$ cat config.mk
export PLATFORM = sky130hd
export DESIGN_NAME = phy_ctl_regs
export DESIGN_NICKNAME = d
export VERILOG_FILES = /design/src/rtl/phy_regs_pkg.sv /design/src/rtl/phy_cps_edge.sv /design/src/rtl/phy_sticky_bit.sv /design/src/rtl/phy_linkon_fsm.sv /design/src/rtl/phy_ctl_regs.sv
export SDC_FILE = /design/constraint.sdc
export NUM_CORES = 1
export LEC_CHECK = 0
export BUFFER_PORTS_ARGS = -buffer_cell sky130_fd_sc_hd__buf_4
export CAP_MARGIN = 25
export CORE_UTILIZATION = 40
export DETAILED_ROUTE_END_ITERATION = 8
export PLACE_DENSITY = 0.73
export RECOVER_POWER = 25
export SYNTH_ARGS = -nofsm -noshare
export SYNTH_HDL_FRONTEND = slang
export SYNTH_SLANG_ARGS = --single-unit
$ cat constraint.sdc
create_clock -name clk -period 1.1 [get_ports clk]
set_input_delay 0.165 -clock clk [delete_from_list [all_inputs] [get_ports clk]]
set_output_delay 0.165 -clock clk [all_outputs]
set_load 0.02 [all_outputs]
$ cat src/rtl/phy_regs_pkg.sv
package phy_regs_pkg;
    // address 0 layout
    localparam int NODE_LINK_BIT = 0;
    localparam int NODE_CONT_BIT = 1;
    localparam int NODE_PWR_LSB  = 2;
    localparam int PWR_W         = 3;
    // address 1 layout
    localparam int IRQ_EN_BIT    = 0;
    localparam int IRQ_SRST_BIT  = 1;
    localparam int IRQ_FLAG_LSB  = 2;
    // sticky flag indices, contiguous from IRQ_FLAG_LSB
    localparam int FLG_CFG = 0;
    localparam int FLG_CBL = 1;
    localparam int FLG_STO = 2;
    localparam int FLG_PEV = 3;
    localparam int NFLAG   = 4;
    localparam logic [NFLAG-1:0] FLAG_RST_VAL = 4'b0010;
    localparam int ADDR_NODE = 0;
    localparam int ADDR_IRQ  = 1;

    typedef enum logic {
        LK_QUIET  = 1'b0,
        LK_SIGNAL = 1'b1
    } lk_state_e;
endpackage

$ cat src/rtl/phy_cps_edge.sv
module phy_cps_edge #(
    parameter int SYNC_STAGES = 2
) (
    input  logic clk,
    input  logic rst,
    input  logic level_in,
    output logic fall_pulse
);
    localparam int CHAIN_W = SYNC_STAGES + 1;

    logic [CHAIN_W-1:0] chain_q;

    always_ff @(posedge clk) begin
        if (rst) begin
            chain_q <= '0;
        end else begin
            chain_q <= {chain_q[CHAIN_W-2:0], level_in};
        end
    end

    // chain_q[SYNC_STAGES-1] is the synchronized level, chain_q[SYNC_STAGES] its previous value
    assign fall_pulse = chain_q[SYNC_STAGES] & ~chain_q[SYNC_STAGES-1];
endmodule

$ cat src/rtl/phy_sticky_bit.sv
module phy_sticky_bit #(
    parameter logic RST_VAL = 1'b0
) (
    input  logic clk,
    input  logic rst,
    input  logic set_evt,
    input  logic clr_w1,
    output logic flag_q
);
    always_ff @(posedge clk) begin
        if (rst) begin
            flag_q <= RST_VAL;
        end else if (set_evt) begin
            flag_q <= 1'b1;
        end else if (clr_w1) begin
            flag_q <= 1'b0;
        end
    end
endmodule

$ cat src/rtl/phy_linkon_fsm.sv
module phy_linkon_fsm
    import phy_regs_pkg::*;
(
    input  logic clk,
    input  logic rst,
    input  logic wake_cond,
    output logic link_on
);
    lk_state_e state_q, state_d;

    always_comb begin
        state_d = state_q;
        unique case (state_q)
            LK_QUIET:  if (wake_cond)  state_d = LK_SIGNAL;
            LK_SIGNAL: if (!wake_cond) state_d = LK_QUIET;
            default:   state_d = LK_QUIET;
        endcase
    end

    always_ff @(posedge clk) begin
        if (rst) begin
            state_q <= LK_QUIET;
        end else begin
            state_q <= state_d;
        end
    end

    always_comb begin
        unique case (state_q)
            LK_SIGNAL: link_on = 1'b1;
            default:   link_on = 1'b0;
        endcase
    end
endmodule

$ cat src/rtl/phy_ctl_regs.sv
module phy_ctl_regs
    import phy_regs_pkg::*;
#(
    parameter int ADDR_W = 2,
    parameter int DATA_W = 8
) (
    input  logic              clk,
    input  logic              hw_rst,
    input  logic              bus_rst,
    input  logic              reg_wr,
    input  logic [ADDR_W-1:0] reg_addr,
    input  logic [DATA_W-1:0] reg_wdata,
    output logic [DATA_W-1:0] reg_rdata,
    input  logic              lps_in,
    input  logic              contender_strap,
    input  logic              cable_pwr_in,
    input  logic              cfg_timeout_evt,
    input  logic              state_timeout_evt,
    input  logic              resume_evt,
    output logic              sid_link_active,
    output logic              sid_contender,
    output logic [2:0]        sid_pwr,
    output logic              short_rst_req,
    output logic              port_evt,
    output logic              link_on
);
    localparam logic [ADDR_W-1:0] A_NODE = ADDR_W'(ADDR_NODE);
    localparam logic [ADDR_W-1:0] A_IRQ  = ADDR_W'(ADDR_IRQ);

    logic             link_ctl_q;
    logic             cont_q;
    logic [PWR_W-1:0] pwr_q;
    logic             irq_en_q;
    logic             srst_q;
    logic             wr_node, wr_irq;
    logic             cps_fall;
    logic [NFLAG-1:0] flag_set, flag_clr, flag_q;
    logic             wake;
    logic             unused_wbits;

    assign wr_node = reg_wr && (reg_addr == A_NODE);
    assign wr_irq  = reg_wr && (reg_addr == A_IRQ);
    assign unused_wbits = ^reg_wdata[DATA_W-1:5];

    // node fields: untouched by bus reset
    always_ff @(posedge clk) begin
        if (hw_rst) begin
            link_ctl_q <= 1'b1;
            cont_q     <= contender_strap;
            pwr_q      <= '0;
            irq_en_q   <= 1'b0;
        end else begin
            if (wr_node) begin
                link_ctl_q <= reg_wdata[NODE_LINK_BIT];
                cont_q     <= reg_wdata[NODE_CONT_BIT];
                pwr_q      <= reg_wdata[NODE_PWR_LSB +: PWR_W];
            end
            if (wr_irq) begin
                irq_en_q <= reg_wdata[IRQ_EN_BIT];
            end
        end
    end

    // short-reset request: bus reset has priority over a write
    always_ff @(posedge clk) begin
        if (hw_rst) begin
            srst_q <= 1'b0;
        end else if (bus_rst) begin
            srst_q <= 1'b0;
        end else if (wr_irq) begin
            srst_q <= reg_wdata[IRQ_SRST_BIT];
        end
    end

    phy_cps_edge #(.SYNC_STAGES(2)) cps_i (
        .clk        (clk),
        .rst        (hw_rst),
        .level_in   (cable_pwr_in),
        .fall_pulse (cps_fall)
    );

    always_comb begin
        flag_set          = '0;
        flag_set[FLG_CFG] = cfg_timeout_evt;
        flag_set[FLG_CBL] = cps_fall;
        flag_set[FLG_STO] = state_timeout_evt;
        flag_set[FLG_PEV] = resume_evt & irq_en_q;
    end

    assign flag_clr = {NFLAG{wr_irq}} & reg_wdata[IRQ_FLAG_LSB +: NFLAG];

    for (genvar g = 0; g < NFLAG; g++) begin : g_flag
        phy_sticky_bit #(.RST_VAL(FLAG_RST_VAL[g])) flag_i (
            .clk     (clk),
            .rst     (hw_rst),
            .set_evt (flag_set[g]),
            .clr_w1  (flag_clr[g]),
            .flag_q  (flag_q[g])
        );
    end

    assign wake = !lps_in && irq_en_q &&
                  (flag_q[FLG_CFG] || flag_q[FLG_CBL] || flag_q[FLG_STO]);

    phy_linkon_fsm lk_i (
        .clk       (clk),
        .rst       (hw_rst),
        .wake_cond (wake),
        .link_on   (link_on)
    );

    always_comb begin
        reg_rdata = '0;
        if (reg_addr == A_NODE) begin
            reg_rdata[NODE_LINK_BIT]              = link_ctl_q;
            reg_rdata[NODE_CONT_BIT]              = cont_q;
            reg_rdata[NODE_PWR_LSB +: PWR_W]      = pwr_q;
        end else if (reg_addr == A_IRQ) begin
            reg_rdata[IRQ_EN_BIT]                 = irq_en_q;
            reg_rdata[IRQ_SRST_BIT]               = srst_q;
            reg_rdata[IRQ_FLAG_LSB +: NFLAG]      = flag_q;
        end
    end

    assign sid_link_active = lps_in & link_ctl_q;
    assign sid_contender   = cont_q;
    assign sid_pwr         = pwr_q;
    assign short_rst_req   = srst_q;
    assign port_evt        = flag_q[FLG_PEV];
endmodule

After elaboration in Yosys (flattened, before gate mapping)
Cells that the tools add are included.
- flip-flop bits (word level): 15
- bits in latches: 0
- bits in writable memories: 0
- memory bits (read-only): 0
- input bits: 20
- output and inout bits: 16
- memories: 0
- add/subtract/negate cells: 0
- multiply operators: 0
- divide/modulo/power cells: 0
- magnitude comparators: 0
- equal/unequal tests: 1
- shifts and indexed selects: 0
- multiplexer cells: 13
- bitwise operators: 5
- reduce and logical (&&, ||, !) cells: 14
- operator list (cell ; number):
    $mux W1 ; 11
    $reduce_bool A2 Y1 ; 4
    $mux W6 ; 1
    $mux W5 ; 1
    $and A4 B4 Y4 ; 1
    $logic_and A1 B1 Y1 ; 4
    $reduce_or A2 Y1 ; 2
    $and A1 B1 Y1 ; 3
    $eq A2 B1 Y1 const B ; 1
    $logic_not A2 Y1 ; 1
    $logic_or A1 B1 Y1 ; 2
    $logic_not A1 Y1 ; 1
    $not A1 Y1 ; 1

Depth between registers and ports, before layout
Gate-level depths: netlist (run 1).
- word-level depth: 5
- mapped depth: 4
- mapped depth without buffers: 2

Modules after synthesis
A second synthesis (run 1) with hierarchy kept.
- cell total of the unflattened synthesis: 80
- area total of the unflattened synthesis: 793.3 um2
- by module, submodules not included (module ; instances ; cells each ; area an instance (um2) ; seq. area each (um2)):
    phy_ctl_regs ; 1 ; 55 ; 523.0 ; 150.1
    phy_sticky_bit at g_flag[0].flag_i ... ; 3 ; 4 ; 38.8 ; 20.0
    phy_cps_edge ; 1 ; 7 ; 87.6 ; 60.1
    phy_linkon_fsm ; 1 ; 2 ; 33.8 ; 20.0
    phy_sticky_bit at g_flag[1].flag_i ; 1 ; 4 ; 32.5 ; 20.0

Worst setup path before layout (run 1)
No wires, ideal clock.
- path type: input port to flip-flop
- from: input reg_addr[0]
- to: register cont_q (netlist: sid_contender) (enable)
- data arrival time: 751 ps
- slack: 59 ps
- cell stages on the path: 3
- path buffers: 1
- cells stage by stage: buf_6 nor3b_4 or2_2
- longest elaborated chain between the ends: 3
- ends and longest elaborated chain (what ; RTL line ; RTL):
    start: declaration ; phy_ctl_regs.sv:11 ; input logic [ADDR_W-1:0] reg_addr,
    $logic_not A2 Y1 ; phy_ctl_regs.sv:41 ; assign wr_node = reg_wr && (reg_addr == A_NODE);
    $logic_and A1 B1 Y1 ; phy_ctl_regs.sv:41 ;
    $reduce_bool A2 Y1 (no line) ; - ;
    end signal: assignment ; phy_ctl_regs.sv:49 ; cont_q <= contender_strap;
    end signal: assignment ; phy_ctl_regs.sv:55 ; cont_q <= reg_wdata[NODE_CONT_BIT];
    end: declaration ; phy_ctl_regs.sv:31 ; logic cont_q;
No other way between the ends.
A chain may end at the register's enable or synchronous reset.

Final worst setup path (run 1)
- from: register cont_q (netlist: sid_contender)
- to: output reg_rdata[1]
- longest elaborated chain between the ends: 1
- ends and longest elaborated chain (what ; RTL line ; RTL):
    $mux W5 ; phy_ctl_regs.sv:114 ; if (reg_addr == A_NODE) begin
    end: declaration ; phy_ctl_regs.sv:13 ; output logic [DATA_W-1:0] reg_rdata,
No other way between the ends.

==> flow_metrics.env, run 1 <==
export IMPL_status="finished with violations"
export IMPL_violations="setup timing"
export IMPL_first_global_vias=595
export IMPL_p_leak_nw=0.502
export IMPL_drc=0
export IMPL_dpl_cell_area_um2=1000
export IMPL_final_cell_mix="41 x buf_4, 11 x nor2_1, 10 x mux2i_1"
export IMPL_synth_warnings=0
export IMPL_p_switching_uw=288
export IMPL_gr_usage_met2_pct=28.9
export IMPL_cp_max_fo=2
export IMPL_ys_types=24
export IMPL_antenna_found_initial=0
export IMPL_fin_area_um2=1100
export IMPL_cts_sinks=15
export IMPL_crit_chain="mux2i_1 > nor2_1 > buf_4"
export IMPL_grt_use_met1_pct=21.0
export IMPL_pwr_share_seq_pct=51.4
export IMPL_cpPeakStageDelay_ns=0.39
export IMPL_cts_clk_slew_worst_paths_ns=0.08
export IMPL_power_total_mw=1.14
export IMPL_p_int_uw=854
export IMPL_clockBufferDepth=2
export IMPL_dieWidth_um=45.4
export IMPL_criticalPathCategory="reg2out"
export IMPL_yosysTopAreaCell="dfxtp_1"
export IMPL_clockPowerShare_pct=26.2
export IMPL_rsz0062_at_grt="true"
export IMPL_netlist_area_um2=753
export IMPL_track_usage_pct=17.1
export IMPL_gp_congestion=0.707
export IMPL_busiest_layer="met2"
export IMPL_drt_total_wl_mm=1.57
export IMPL_max_slew_margin_pct=61.9
export IMPL_skew_ns=0.000375
export IMPL_dp_hpwl_mm=1.17
export IMPL_peakVddDrop_mv=0.860
export IMPL_dieArea_um2=2060
export IMPL_ios=36
export IMPL_pwr_share_comb_pct=22.4
export IMPL_fin_ws_ns=-0.0625
export IMPL_arrival_ns=1.00
export IMPL_port_buffers=31
export IMPL_critPathBufInv=1
export IMPL_synthTopCellsByArea="dfxtp_1 37%, mux2i_1 13%, nand2b_1 6.6%"
export IMPL_cap_violations=0
export IMPL_layout_commonest_cell="buf_4"
export IMPL_clk_insertion_delay_late_ns=0.27
export IMPL_cts_tree="built"
export IMPL_fin_nets=138
export IMPL_ys_seq_area_share_pct=41.2
export IMPL_drt_iter0_markers=3
export IMPL_synthToLayoutAreaGrowth_pct=45.5
export IMPL_antenna_cells=0
export IMPL_synth_cells=75
export IMPL_cp_start_kind="flop"
export IMPL_cpLargestDelayFamily="flip-flops"
export IMPL_final_layout_size_suffix_gt1_share_pct=52.1
export IMPL_cts_root_buf="clkbuf_4"
export IMPL_critPathSlowestCell="edfxtp_1"
export IMPL_hold_viol=0
export IMPL_setup_viol=1
export IMPL_synth_top_area_share_pct=37.2
export IMPL_wl_per_cell_um=11.0
export IMPL_max_freq_mhz=860
export IMPL_overflow=0
export IMPL_final_min_clock_period_ns=1.16
export IMPL_use_met3_pct=4.37
export IMPL_avgViaCountPerCell=4.71
export IMPL_final_antenna_net_count=0
export IMPL_end_kind="primary output"
export IMPL_layoutNonFillerInstCount=142
export IMPL_netSwitchingFraction_pct=25.3
export IMPL_tns_ns=-0.0625
export IMPL_firstDrtPassIters=3
export IMPL_vias=669
export IMPL_core_area_um2=1750
export IMPL_grt_max_degree=15
export IMPL_initial_utilization_pct=43.2
export IMPL_p_per_area_nw_per_um2=1040
export IMPL_drv_slew=0
export IMPL_hp_class="in2reg"
export IMPL_htreeDepth=1
export IMPL_synth_seq_cells=15
export IMPL_rows=15
export IMPL_syn_area_per_cell_um2=10.0
export IMPL_cp_required_ns=0.94
export IMPL_grt_pass1_wl_mm=2.50
export IMPL_die_h_um=45.4
export IMPL_fin_crit_sh_pct=106
export IMPL_numCtsBuffers=3
export IMPL_tightest_slew_ns=0.572
export IMPL_placed_cells=130
[worst register-to-register path, cell delays in order, from the launching register on]
cell and delay, ns:
dfxtp_2 0.33, buf_4 0.13, a221o_1 0.30
[registers in the layout (all words and copies together) (netlist names)]
name	count
g_flag.flag_i.flag_q	4
cps_i.chain_q	3
irq_en_q	1
short_rst_req	1
sid_contender	1
lk_i.state_q	1
link_ctl_q	1
sid_pwr	3
[through the flow]
stage	util (%)	hold WS (ns)	setup slack (ns)
after detailed placement	57.4	0.347	0.0427
after CTS	62.3	0.0540	-0.0715
after global routing	62.8	0.0514	-0.114
final	62.8	0.0613	-0.0625
after floorplan	-	0.244	0.0592
after global placement	57.4	0.339	0.0498
[cell usage after synthesis (all sizes together)]
master and count:
mux2 2, and2 1, clkbuf 2, buf 5, edfxtp 1, inv 3
and3b 1, a21oi 1, nand2b 8, conb 1, nor3b 3, mux2i 10
dfxtp 14, nor2 11, nand2 2, nor2b 2, or2 1, a221o 1
nor3 2, nand4b 1, a311oi 3
[timing repair]
item | 4_1_cts | 5_1_grt
setup buffers | 6 | 2
resized for setup | 9 | 1
hold buffers | 0 | 0
endpoints found under the setup margin | 6 | 7
[layout make-up]
| type | count | area, µm² |
|---|---|---|
| sequential | 15 | 322 |
| timing repair buffer | 44 | 327 |
| inverter | 3 | 11.3 |
| fill | 165 | 649 |
| tap | 25 | 31.3 |
| clock buffer | 4 | 26.3 |
| multi-input combinational | 51 | 379 |
[layer usage]
metal | up-vias | wire (µm)
li1 | 333 | -
met2 | 22 | 804
met1 | 314 | 676
met5 | - | 0
met4 | 0 | 0
met3 | 0 | 86
[path summary, 6_finish.rpt]
check                                        startpoint                 endpoint  slack, ns  cells past startpoint
worst max-delay path                      sid_contender             reg_rdata[1]      -0.06                      3
worst min-delay path                             lps_in             lk_i.state_q       0.06                      2
worst max register to register  g_flag[1].flag_i.flag_q  g_flag[1].flag_i.flag_q       0.24                      2
worst min register to register         cps_i.chain_q[1]         cps_i.chain_q[2]       0.45                      2
[kinds of logic (layout without fill, tap and decap cells)]
family	Yosys count	after routing	share of synthesized area (%)
compound gates	5	5	7.97
buf+inv	10	51	8.97
flops	15	15	41.2
mux	12	12	16.8
other cells	1	2	0.498
simple gates	32	32	24.6
[power groups by stage]
stage               Sequential [mW]  Combinational (mW)  Clock [mW]
detailed placement            0.601               0.232           0
finish                        0.587               0.256       0.299
floorplan                     0.609               0.126           0
global placement              0.601               0.228           0
CTS                           0.587               0.259       0.308
global route                  0.591               0.274       0.343
(Power assumes the default switching activity.)
==> run 2: changes to the inputs <==
--- a/config.mk
+++ b/config.mk
@@ -5,7 +5,7 @@
 export SDC_FILE = /design/constraint.sdc
 export NUM_CORES = 1
 export LEC_CHECK = 0
-export BUFFER_PORTS_ARGS = -buffer_cell sky130_fd_sc_hd__buf_4
+export BUFFER_PORTS_ARGS = -buffer_cell sky130_fd_sc_hd__buf_2
 export CAP_MARGIN = 25
 export CORE_UTILIZATION = 40
 export DETAILED_ROUTE_END_ITERATION = 8
==> run 2 against run 1 <==
The run still ends with setup timing left. Combinational power down 10%. Critical path depth unchanged. Power shrank 1.6%. Global-route usage shrank 0.50 points. Clock skew rose by 0.00057 ns. Sequential power hardly changed. Core utilization decreased by 3.2 points. Count of clock-buffer cells in the layout stayed put. Cell count increased by 0.70%. Non-clock buffer count is 1 higher. Clock power up 3%. Routed wire length is 3.9% lower. Largest cell class unchanged.
==> flow_metrics.env, run 2 (synthesis gave the netlist of run 1 again) <==
export IMPL_antenna_found_initial=0
export IMPL_cts_tree="built"
export IMPL_ctsHoldBuffers=0
export IMPL_fin_util_pct=59.6
export IMPL_synthToLayoutAreaGrowth_pct=38.0
export IMPL_dieWidth_um=45.4
export IMPL_end_kind="primary output"
export IMPL_arrival_ns=1.00
export IMPL_crit_chain="mux2i_1 > nor2_1 > buf_2"
export IMPL_drc=0
export IMPL_grt_max_degree=16
export IMPL_final_cell_mix="24 x buf_2, 19 x buf_4, 11 x nor2_1"
export IMPL_antenna_cells=0
export IMPL_critPathSlowestCell="edfxtp_1"
export IMPL_largest_reg_flops=4
export IMPL_pwr_share_comb_pct=20.5
export IMPL_cts_clk_slew_worst_paths_ns=0.08
export IMPL_cp_start_kind="flop"
export IMPL_max_freq_mhz=855
export IMPL_criticalPathCategory="reg2out"
export IMPL_drt_iter0_markers=5
export IMPL_vias=651
export IMPL_power_total_mw=1.12
export IMPL_htreeDepth=1
export IMPL_cap_violations=0
export IMPL_final_min_clock_period_ns=1.17
export IMPL_clockBufferDepth=2
export IMPL_port_buffers=31
export IMPL_skew_ns=0.000943
export IMPL_firstDrtPassIters=4
export IMPL_dp_hpwl_mm=1.16
export IMPL_core_area_um2=1750
export IMPL_critPathBufInv=1
export IMPL_clockPowerShare_pct=27.3
export IMPL_dieArea_um2=2060
export IMPL_cpPeakStageDelay_ns=0.39
export IMPL_status="finished with violations"
export IMPL_ios=36
export IMPL_numCtsBuffers=3
export IMPL_gp_congestion=0.702
export IMPL_max_slew_margin_pct=61.7
export IMPL_p_int_uw=830
export IMPL_drv_slew=0
export IMPL_p_switching_uw=294
export IMPL_avgViaCountPerCell=4.55
export IMPL_tightest_slew_ns=0.574
export IMPL_drt_total_wl_mm=1.51
export IMPL_netSwitchingFraction_pct=26.1
export IMPL_rsz0062_at_grt="true"
export IMPL_violations="setup timing"
export IMPL_layout_commonest_cell="buf_2"
export IMPL_cpLargestDelayFamily="flip-flops"
export IMPL_fin_crit_sh_pct=106
export IMPL_first_global_vias=614
export IMPL_cts_sinks=15
export IMPL_cp_max_fo=2
export IMPL_hp_class="in2reg"
export IMPL_clk_insertion_delay_late_ns=0.28
export IMPL_p_per_area_nw_per_um2=1080
export IMPL_cts_root_buf="clkbuf_4"
export IMPL_wl_per_cell_um=10.5
export IMPL_peakVddDrop_mv=0.752
export IMPL_rows=15
export IMPL_timing_hold_ws_ns=0.0538
export IMPL_track_usage_pct=16.6
export IMPL_pwr_share_seq_pct=52.2
export IMPL_final_layout_size_suffix_gt1_share_pct=52.5
export IMPL_hold_viol=0
export IMPL_die_h_um=45.4
export IMPL_overflow=0
export IMPL_initial_utilization_pct=43.2
export IMPL_fin_nets=139
export IMPL_grt_pass1_wl_mm=2.42
export IMPL_setup_viol=4
export IMPL_cp_required_ns=0.94
export IMPL_regMostFlops="g_flag.flag_i.flag_q"
export IMPL_fin_ws_ns=-0.0692
export IMPL_final_antenna_net_count=0
export IMPL_p_leak_nw=0.491
## run 2: power groups by stage
stage | logic [mW] | clock network [mW] | registers (mW)
global route | 0.251 | 0.341 | 0.590
global placement | 0.205 | 0 | 0.600
CTS | 0.228 | 0.318 | 0.588
finish | 0.230 | 0.307 | 0.587
detailed placement | 0.208 | 0 | 0.601
floorplan | 0.126 | 0 | 0.609
## run 2: timing repair
action | 4_1_cts | 5_1_grt
hold endpoints to repair | 0 | 0
setup buffers | 4 | 2
endpoints found under the setup margin | 6 | 7
resized for setup | 14 | 1
cloned | 0 | 0
## run 2: stage by stage
step	instance area, µm²	worst slack [ns]	cells	setup TNS (ns)
3_3_place_gp	947	0.0333	133	0
4_1_cts	1030	-0.0852	141	-0.158
3_5_place_dp	947	0.0227	133	0
2_1_floorplan	757	0.0592	76	0
6_report	1040	-0.0692	143	-0.108
5_1_grt	1040	-0.121	143	-0.474
## run 2: metal layers
layer,wire length (µm),GRT usage [%]
met5,0,0
met4,22,9.09
met3,84,3.17
met2,718,28.9
met1,679,18.8
## run 2: area by class of cell
type                    instances  area (µm²)
fillers                       155         706
well taps                      25        31.3
repair buffers                 45         270
flip-flops and latches         15         322
multi-input cells              51         379
inverters                       3        11.3
clock buffers                   4        26.3
## run 2: final timing paths
check        cells past startpoint                       to               startpoint  slack (ns)
max                              3             reg_rdata[1]            sid_contender       -0.07
min                              2             lk_i.state_q                   lps_in        0.05
min reg2reg                      2         cps_i.chain_q[2]         cps_i.chain_q[1]        0.45
max reg2reg                      2  g_flag[1].flag_i.flag_q  g_flag[1].flag_i.flag_q        0.23
## run 2: worst register-to-register path: stages, from the launching register on
cell and delay (ns):
dfxtp_2 0.33, buf_4 0.13, a221o_1 0.30
==> run 3: changes to the inputs <==
==> constraint.sdc (replaced) <==
create_clock -name clk -period 1.1 [get_ports clk]
set_input_delay 0.11 -clock clk [delete_from_list [all_inputs] [get_ports clk]]
set_output_delay 0.11 -clock clk [all_outputs]
set_load 0.02 [all_outputs]
==> run 3 against run 2 <==
The run still ends with setup timing left. Worst setup slack improved by 0.059 ns. Via count decreased by 2.9%. Final area decreased by 2.9%. Cell count decreased by 2.8%. Critical path depth unchanged. Power decreased by 0.79%. Worst hold slack got worse by 0.039 ns. Clock power about the same. Sequential power about the same. Critical endpoint unchanged. Largest cell class unchanged. Highest routed layer unchanged.
==> flow_metrics.env, run 3 (synthesis gave the netlist of run 1 again) <==
export IMPL_status="finished with violations"
export IMPL_violations="setup timing"
export IMPL_overflow=0
export IMPL_firstDrtPassIters=2
export IMPL_drv_slew=0
export IMPL_startpoint="sid_contender"
export IMPL_cpPeakStageDelay_ns=0.39
export IMPL_rsz0062_at_grt="true"
export IMPL_grt_pass1_wl_mm=2.61
export IMPL_crit_chain="mux2i_1 > nor2_1 > buf_2"
export IMPL_antenna_found_initial=0
export IMPL_fin_crit_sh_pct=101
export IMPL_cap_violations=0
export IMPL_criticalPathCategory="reg2out"
export IMPL_dp_hpwl_mm=1.16
export IMPL_cts_root_buf="clkbuf_4"
export IMPL_htreeDepth=1
export IMPL_final_cell_mix="25 x buf_2, 13 x buf_4, 11 x nor2_1"
export IMPL_cp_max_fo=2
export IMPL_dieArea_um2=2060
export IMPL_arrival_ns=1.00
export IMPL_die_h_um=45.4
export IMPL_min_path_cells=2
export IMPL_largest_reg_flops=4
export IMPL_p_leak_nw=0.467
export IMPL_worstHoldStart="reg_wdata[5]"
export IMPL_grt_max_degree=16
export IMPL_final_min_clock_period_ns=1.11
export IMPL_final_antenna_net_count=0
export IMPL_hold_viol=0
export IMPL_gp_congestion=0.687
export IMPL_critPathBufInv=1
export IMPL_max_slew_margin_pct=63.8
export IMPL_antenna_cells=0
export IMPL_max_freq_mhz=901
export IMPL_clockBufferDepth=2
export IMPL_fin_util_pct=57.8
export IMPL_cp_start_kind="flop"
export IMPL_dieWidth_um=45.4
export IMPL_peakVddDrop_mv=0.884
export IMPL_final_layout_size_suffix_gt1_share_pct=50.0
export IMPL_layoutNonFillerInstCount=139
export IMPL_cp_required_ns=0.99
export IMPL_numCtsBuffers=3
export IMPL_regMostFlops="g_flag.flag_i.flag_q"
export IMPL_initial_utilization_pct=43.2
export IMPL_cpLargestDelayFamily="flip-flops"
export IMPL_vias=632
export IMPL_r2r_start="g_flag[1].flag_i.flag_q"
export IMPL_drc=0
export IMPL_fin_nets=135
export IMPL_first_global_vias=599
export IMPL_cts_clk_slew_worst_paths_ns=0.08
export IMPL_synthToLayoutAreaGrowth_pct=34.1
export IMPL_ios=36
export IMPL_dpl_cell_area_um2=932
export IMPL_layout_commonest_cell="buf_2"
export IMPL_rows=15
export IMPL_port_buffers=31
export IMPL_tightest_slew_ns=0.543
export IMPL_fin_area_um2=1010
export IMPL_track_usage_pct=18.2
export IMPL_cts_sinks=15
export IMPL_placed_cells=131
export IMPL_critPathSlowestCell="edfxtp_1"
export IMPL_fin_ws_ns=-0.00972
export IMPL_p_per_area_nw_per_um2=1100
export IMPL_clk_insertion_delay_late_ns=0.28
export IMPL_skew_ns=0.00321
export IMPL_rr_worst_depth=2
export IMPL_avgViaCountPerCell=4.55
export IMPL_n_fill_cell=152
export IMPL_cts_tree="built"
export IMPL_core_area_um2=1750
export IMPL_cp_depth=3
export IMPL_power_total_mw=1.12
export IMPL_wl_per_cell_um=11.0
export IMPL_drt_total_wl_mm=1.53
export IMPL_hp_class="in2reg"
export IMPL_setup_viol=1
export IMPL_drt_iter0_markers=4
export IMPL_end_kind="primary output"
==> run 3: cell count changes in the layout (fill, tap and decap cells not counted) <==
| cell | delta |
|---|---|
| buf_2 | +1 |
| buf_4 | -6 |
| dlygate4sd3_1 | +1 |
==> run 3: what timing repair did <==
action,4_1_cts,5_1_grt
hold buffers,1,0
setup endpoints to repair,4,6
pin swaps,0,2
setup buffers,0,3
gates resized for setup,5,9
endpoints found under the hold margin,1,0
==> run 3: through the flow <==
stage,hold WS [ns],worst slack [ns],TNS (ns)
floorplan,0.189,0.114,0
global placement,0.287,0.0910,0
detailed placement,0.291,0.0729,0
CTS,0.0202,-0.0172,-0.0338
global route,0.00851,-0.0731,-0.219
finish,0.0148,-0.00972,-0.00972
==> run 3: where the power goes <==
part           internal (mW)  switching, mW
sequential             0.576         0.0135
combinational          0.104          0.114
clock                  0.141          0.168
==> run 3: cell type report <==
| type | instances | area [µm²] | area share [%] |
|---|---|---|---|
| Multi-Input combinational cell | 51 | 379 | 37.5 |
| Sequential cell | 15 | 322 | 31.8 |
| Timing Repair Buffer | 41 | 240 | 23.8 |
| Tap cell | 25 | 31.3 | 3.10 |
| Clock buffer | 4 | 26.3 | 2.60 |
| Inverter | 3 | 11.3 | 1.12 |
==> run 3: final timing paths <==
check	to	slack (ns)
worst min-delay path	g_flag[3].flag_i.flag_q	0.01
worst max register to register	g_flag[1].flag_i.flag_q	0.23
worst max-delay path	reg_rdata[1]	-0.01
worst min register to register	cps_i.chain_q[2]	0.44
==> run 3: layer usage <==
metal / track usage (%) / routed length (µm)
met1: 21.4 / 703
met2: 31.1 / 725
met3: 7.14 / 90
met4: 3.64 / 6
met5: 0 / 0
